### src/rtl/fbb_remap_pkg.sv
package fbb_remap_pkg;
    typedef enum logic [1:0] {
        OP_READ = 2'b00,
        OP_PROG = 2'b01,
        OP_FAIL = 2'b10,
        OP_RSVD = 2'b11
    } op_e;
endpackage

### src/rtl/fbb_remap_table.sv
// Per-logical-block remap entries: a remapped flag and the spare index in use.
module fbb_remap_table #(
    parameter int NUM_LOG = 32,
    parameter int LW      = 5,
    parameter int SW      = 2
) (
    input  logic          clk,
    input  logic          rst_n,
    input  logic [LW-1:0] look_idx,
    output logic          look_hit,
    output logic [SW-1:0] look_sidx,
    input  logic          wr_en,
    input  logic [LW-1:0] wr_idx,
    input  logic [SW-1:0] wr_sidx
);
    logic          hit_q  [NUM_LOG];
    logic [SW-1:0] sidx_q [NUM_LOG];

    for (genvar g = 0; g < NUM_LOG; g++) begin : g_entry
        logic          hit_d;
        logic [SW-1:0] sidx_d;
        logic          sel;

        assign sel = wr_en && (wr_idx == LW'(g));

        always_comb begin
            hit_d  = hit_q[g];
            sidx_d = sidx_q[g];
            if (sel) begin
                hit_d  = 1'b1;
                sidx_d = wr_sidx;
            end
        end

        always_ff @(posedge clk) begin
            if (!rst_n) begin
                hit_q[g]  <= 1'b0;
                sidx_q[g] <= '0;
            end else begin
                hit_q[g]  <= hit_d;
                sidx_q[g] <= sidx_d;
            end
        end
    end

    always_comb begin
        look_hit  = 1'b0;
        look_sidx = '0;
        for (int i = 0; i < NUM_LOG; i++) begin
            if (look_idx == LW'(i)) begin
                look_hit  = hit_q[i];
                look_sidx = sidx_q[i];
            end
        end
    end
endmodule

### src/rtl/fbb_spare_alloc.sv
// Ascending spare allocator; exhausted once every spare is committed.
module fbb_spare_alloc #(
    parameter int NUM_SPARE = 4,
    parameter int SW        = 2,
    parameter int CW        = 3
) (
    input  logic          clk,
    input  logic          rst_n,
    input  logic          take,
    output logic [SW-1:0] next_sidx,
    output logic          exhausted
);
    localparam logic [CW-1:0] LIMIT = CW'(NUM_SPARE);

    logic [CW-1:0] used_d, used_q;

    always_comb begin
        used_d = used_q;
        if (take && (used_q != LIMIT)) used_d = used_q + CW'(1);
    end

    always_ff @(posedge clk) begin
        if (!rst_n) used_q <= '0;
        else        used_q <= used_d;
    end

    assign next_sidx = used_q[SW-1:0];
    assign exhausted = (used_q == LIMIT);
endmodule

### src/rtl/fbb_remapper.sv
module fbb_remapper #(
    parameter int NUM_LOG   = 32,
    parameter int NUM_SPARE = 4,
    parameter int LW        = (NUM_LOG > 1) ? $clog2(NUM_LOG) : 1,
    parameter int PW        = $clog2(NUM_LOG + NUM_SPARE)
) (
    input  logic          clk,
    input  logic          rst_n,
    input  logic          req_valid,
    input  logic [1:0]    req_op,
    input  logic [LW-1:0] req_lblk,
    output logic          rsp_valid,
    output logic          rsp_err,
    output logic [PW-1:0] rsp_pblk,
    output logic          busy,
    output logic          copy_req,
    output logic [PW-1:0] copy_src,
    output logic [PW-1:0] copy_dst,
    input  logic          copy_done,
    output logic          wlock
);
    import fbb_remap_pkg::*;

    localparam int SW = (NUM_SPARE > 1) ? $clog2(NUM_SPARE) : 1;
    localparam int CW = $clog2(NUM_SPARE + 1);
    localparam logic [PW-1:0] SPARE_BASE = PW'(NUM_LOG);
    localparam logic [LW:0]   LOG_LIMIT  = (LW+1)'(NUM_LOG);

    typedef struct packed {
        logic          rsp_valid;
        logic          rsp_err;
        logic [PW-1:0] rsp_pblk;
        logic          copying;
        logic [PW-1:0] src;
        logic [PW-1:0] dst;
        logic [LW-1:0] pend_lblk;
        logic [SW-1:0] pend_sidx;
    } state_t;

    state_t st_d, st_q;

    logic          look_hit;
    logic [SW-1:0] look_sidx;
    logic [SW-1:0] next_sidx;
    logic          exhausted;
    logic          commit;
    logic [PW-1:0] cur_phys;
    logic [PW-1:0] new_phys;
    logic          lblk_ok;
    op_e           op;

    assign commit = st_q.copying && copy_done;
    assign op     = op_e'(req_op);

    fbb_remap_table #(.NUM_LOG(NUM_LOG), .LW(LW), .SW(SW)) table_i (
        .clk       (clk),
        .rst_n     (rst_n),
        .look_idx  (req_lblk),
        .look_hit  (look_hit),
        .look_sidx (look_sidx),
        .wr_en     (commit),
        .wr_idx    (st_q.pend_lblk),
        .wr_sidx   (st_q.pend_sidx)
    );

    fbb_spare_alloc #(.NUM_SPARE(NUM_SPARE), .SW(SW), .CW(CW)) alloc_i (
        .clk       (clk),
        .rst_n     (rst_n),
        .take      (commit),
        .next_sidx (next_sidx),
        .exhausted (exhausted)
    );

    assign lblk_ok  = ({1'b0, req_lblk} < LOG_LIMIT);
    assign cur_phys = look_hit ? (SPARE_BASE + PW'(look_sidx)) : PW'(req_lblk);
    assign new_phys = SPARE_BASE + PW'(next_sidx);

    always_comb begin
        st_d           = st_q;
        st_d.rsp_valid = 1'b0;
        st_d.rsp_err   = 1'b0;
        st_d.rsp_pblk  = '0;

        if (commit) st_d.copying = 1'b0;

        if (req_valid) begin
            st_d.rsp_valid = 1'b1;
            if (!lblk_ok) begin
                st_d.rsp_err = 1'b1;
            end else begin
                unique case (op)
                    OP_READ: st_d.rsp_pblk = cur_phys;
                    OP_PROG: begin
                        if (exhausted) st_d.rsp_err  = 1'b1;
                        else           st_d.rsp_pblk = cur_phys;
                    end
                    OP_FAIL: begin
                        if (st_q.copying || exhausted) begin
                            st_d.rsp_err = 1'b1;
                        end else begin
                            st_d.rsp_pblk  = new_phys;
                            st_d.copying   = 1'b1;
                            st_d.src       = cur_phys;
                            st_d.dst       = new_phys;
                            st_d.pend_lblk = req_lblk;
                            st_d.pend_sidx = next_sidx;
                        end
                    end
                    default: st_d.rsp_err = 1'b1;
                endcase
            end
        end
    end

    always_ff @(posedge clk) begin
        if (!rst_n) st_q <= '0;
        else        st_q <= st_d;
    end

    assign rsp_valid = st_q.rsp_valid;
    assign rsp_err   = st_q.rsp_err;
    assign rsp_pblk  = st_q.rsp_pblk;
    assign busy      = st_q.copying;
    assign copy_req  = st_q.copying;
    assign copy_src  = st_q.src;
    assign copy_dst  = st_q.dst;
    assign wlock     = exhausted;
endmodule

### config.mk
export PLATFORM = sky130hd
export DESIGN_NAME = fbb_remapper
export DESIGN_NICKNAME = d
export VERILOG_FILES = /design/src/rtl/fbb_remap_pkg.sv /design/src/rtl/fbb_remap_table.sv /design/src/rtl/fbb_spare_alloc.sv /design/src/rtl/fbb_remapper.sv
export SDC_FILE = /design/constraint.sdc
export NUM_CORES = 1
export LEC_CHECK = 0
export BUFFER_PORTS_ARGS = -buffer_cell sky130_fd_sc_hd__buf_4
export CAP_MARGIN = 20
export CORE_ASPECT_RATIO = 1.25
export CORE_MARGIN = 3
export CORE_UTILIZATION = 55
export DETAILED_ROUTE_END_ITERATION = 12
export GPL_TIMING_DRIVEN = 0
export PLACE_DENSITY = 0.76
export SLEW_MARGIN = 0
export SYNTH_ARGS = -nofsm -noshare
export SYNTH_HDL_FRONTEND = slang
export SYNTH_SLANG_ARGS = --single-unit
### constraint.sdc
create_clock -name clk -period 2.2 [get_ports clk]
set_input_delay 0.44 -clock clk [delete_from_list [all_inputs] [get_ports clk]]
set_output_delay 0.44 -clock clk [all_outputs]
set_load 0.01 [all_outputs]
==> results.txt <==
Placer Congestion - 0.967
Post-synth top area cell - dfxtp_1
Area of the die - 12300 sq um
Clk buf depth - 2
Final instance area - 7090 sq um
Power Dens Cells - 799 nW/um^2
DR WL/cell - 22.5 um
First-pass GRT wire length - 31700 um
Vias - 5919
Total track usage - 0.347
Sink Count - 122
Initial antenna violation count - 0
CP startpoint - req_lblk[0]
Setup bufs post-CTS - 0
Die W - 99.7 um
Row cnt - 42
MaxCap Viol Count - 0
Top-area cell type share of the netlist area - 0.405
Avg Synthesized Cell Area - 7.93 sq um
Final period utilization - 1.00
Slew Viols, Final - 0
Syn. warnings - 0
Most common cell after layout, fill and taps aside - dfxtp_1
Area of the multi-input gates - 3120 sq um
DRT antenna net count - 0
Fillcell total - 917
Setup WS pre-CTS - -0.487 ns
Final setup fails - 1
RSZ-0062 raised after global routing - yes
Fraction of layout cells with a size suffix above 1 - 0.171
VDD IR max - 0.000616 V
Final setup margin - -0.00313 ns
Area Growth Syn to Fin - 17.5%
Clk_skew - 0.00927 ns
Startpoint Class - input port
Register area - 2450 sq um
Critical path capture point type - flop
Detail-routed via count per cell - 6.22
Sequential area share after synthesis - 0.405
Clk_lat worst skew - 0.43 ns
Hold_buf cts - 0
FF-to-FF Start - st_q[2]$_SDFFE_PN0P_
Hold Startpoint - rst_n
DRT Pass-1 Iters - 5
Vias in the first global route - 5612
Failing checks - negative setup slack
Worst Path Max Fanout - 9
Post-synth EDFFs - 0
DPL Wire Length - 15000 um
GRT overflow - 0
Dpl cell area - 6400 sq um
Tmin final - 2.20 ns
Synthesized area - 6040 sq um
Hold_ws - 0.282 ns
Fmax - 454 MHz
Iter 0 DRT Violations - 492
CTS Buf Count - 17
Rel. slew slack - 0.468
Drt drc - 0
CP arrival - 2.52 ns
Status - finished, violations left
Crit path required time - 2.52 ns
CTS tree - done
H-tree depth - 4
Worst-margin pin slew - 0.791 ns
Primary FF master, synth - dfxtp_1
Post-synth ARST share - 0
Final nets - 819
Root buffer cell - clkbuf_16
Top post-synthesis cells by area - dfxtp_1 40%, nor2_1 7.3%, a21oi_1 7.1%
Initial Util - 0.566
CORE AREA - 10700 sq um
WS Path Type - input port to flop
Post-layout util - 0.665
Largest net degree at the start of global routing - 17
Reg clk slew, reported paths - 0.06 ns
Yosys cell types - 82
Routed wire length - 21400 um
Die H - 123 um
HP Class - input port to flop
Final Hold Vio Count - 0
Diodes inserted - 0
Port-buffer cells - 25
Number of synthesized register bits - 122
Post-Synthesis Cells - 761
P_leak - 0.00271 uW
I/O Pins - 34
Commonest cells after routing, fill and taps aside - 120 x dfxtp_1, 116 x nor2_1, 88 x nand2_1
## layer usage
metal  global-route usage  up-vias  wire length [um]
li1                     -     2700                 -
met4                0.219        0              1320
met2                0.544      294              9820
met1                0.434     2825              8620
met3               0.0722      100              1650
met5                    0        -                 0
## stage by stage
step / power, uW / instances / TNS (ns)
after floorplan: 2580 / 763 / 0
after global placement: 2730 / 920 / -4.67
after detailed placement: 2730 / 920 / -4.59
after CTS: 5620 / 952 / 0
after global routing: 5760 / 951 / -0.0514
final: 5670 / 951 / -0.00313
## cells by family (layout without fill, tap and decap cells)
kind of cell	count (synthesis)	in the layout	share of synthesized area
AND/OR/NAND/NOR	297	297	0.233
multiplexers	34	34	0.0605
flip-flops	122	122	0.405
XOR/XNOR	1	1	0.00145
adder cells (fa/ha/maj)	2	2	0.00415
other	1	3	0.000621
buffers and inverters	96	152	0.0873
AO/OA/AOI/OAI	208	208	0.209
## layout make-up
type                            count  area share
Clock buffer                       19      0.0639
Inverter                           17     0.00900
Timing Repair Buffer               25      0.0265
Multi-Input combinational cell    545       0.440
Buffer                             78      0.0679
Clock inverter                     13      0.0238
Tap cell                          132      0.0233
Sequential cell                   122       0.345
## path summary, 6_finish.rpt
| path | slack [ns] | cells after the start | endpoint |
|---|---|---|---|
| setup reg to reg | 0.10 | 6 | table_i.sidx_q[3][4]$_SDFFE_PN0P_ |
| hold reg to reg | 0.46 | 1 | alloc_i.used_q[2]$_SDFFE_PN0P_ |
| hold / removal | 0.28 | 2 | rsp_pblk[0]$_SDFF_PN0_ |
| setup / recovery | -0.003 | 9 | rsp_pblk[0]$_SDFF_PN0_ |
## critical path, stage by stage
cell and delay [ns]:
buf_2 0.24, inv_1 0.24, a32oi_1 0.35, a221o_1 0.26, nand4_1 0.23, a21oi_2 0.30, nand2_4 0.10, o2bb2ai_2 0.16
a32o_1 0.20
## synth_stat cells, types with 2 or more instances
| master | n |
|---|---|
| a2bb2oi_1 | 4 |
| a21o_1 | 3 |
| buf_6 | 7 |
| and2_1 | 4 |
| nand3_1 | 16 |
| and3_1 | 8 |
| a21oi_1 | 86 |
| nor3_1 | 4 |
| nor2b_1 | 12 |
| clkbuf_1 | 31 |
| nand2_1 | 89 |
| a31oi_1 | 4 |
| buf_2 | 10 |
| o32ai_1 | 2 |
| o31ai_1 | 2 |
| o311a_1 | 2 |
| o21ai_1 | 3 |
| nand4b_1 | 3 |
| mux2_2 | 6 |
| buf_1 | 4 |
| a32oi_1 | 3 |
| o21ai_0 | 63 |
| inv_1 | 16 |
| nand4bb_1 | 2 |
| nor2_1 | 117 |
| nand2b_1 | 12 |
| a221oi_1 | 3 |
| nor3b_1 | 5 |
| o221ai_1 | 3 |
| ha_1 | 2 |
| a211oi_1 | 4 |
| nor4_1 | 2 |
| nand3b_1 | 2 |
| o22ai_1 | 3 |
| buf_4 | 27 |
| o2111ai_1 | 2 |
| mux2i_1 | 26 |
| dfxtp_1 | 122 |
| nand4_1 | 4 |
## state kept, by name, summed over array words and instances (netlist names)
signal	flops
copy_src	6
copy_dst	2
table_i.hit_q	32
busy	1
table_i.sidx_q	64
st_q	6
rsp_err	1
rsp_pblk	6
rsp_valid	1
alloc_i.used_q	3
## what timing repair did
item                                   4_1_cts  5_1_grt
gates resized for setup                      8       22
setup endpoints to repair                   18       37
pin swaps                                    2        3
endpoints found under the hold margin        0        0
## power by group
part / internal (uW) / switching [uW]
clock: 1850 / 1100
combinational: 165 / 314
sequential: 2220 / 10.6
No activity file was read; power rests on OpenSTA's default activity.
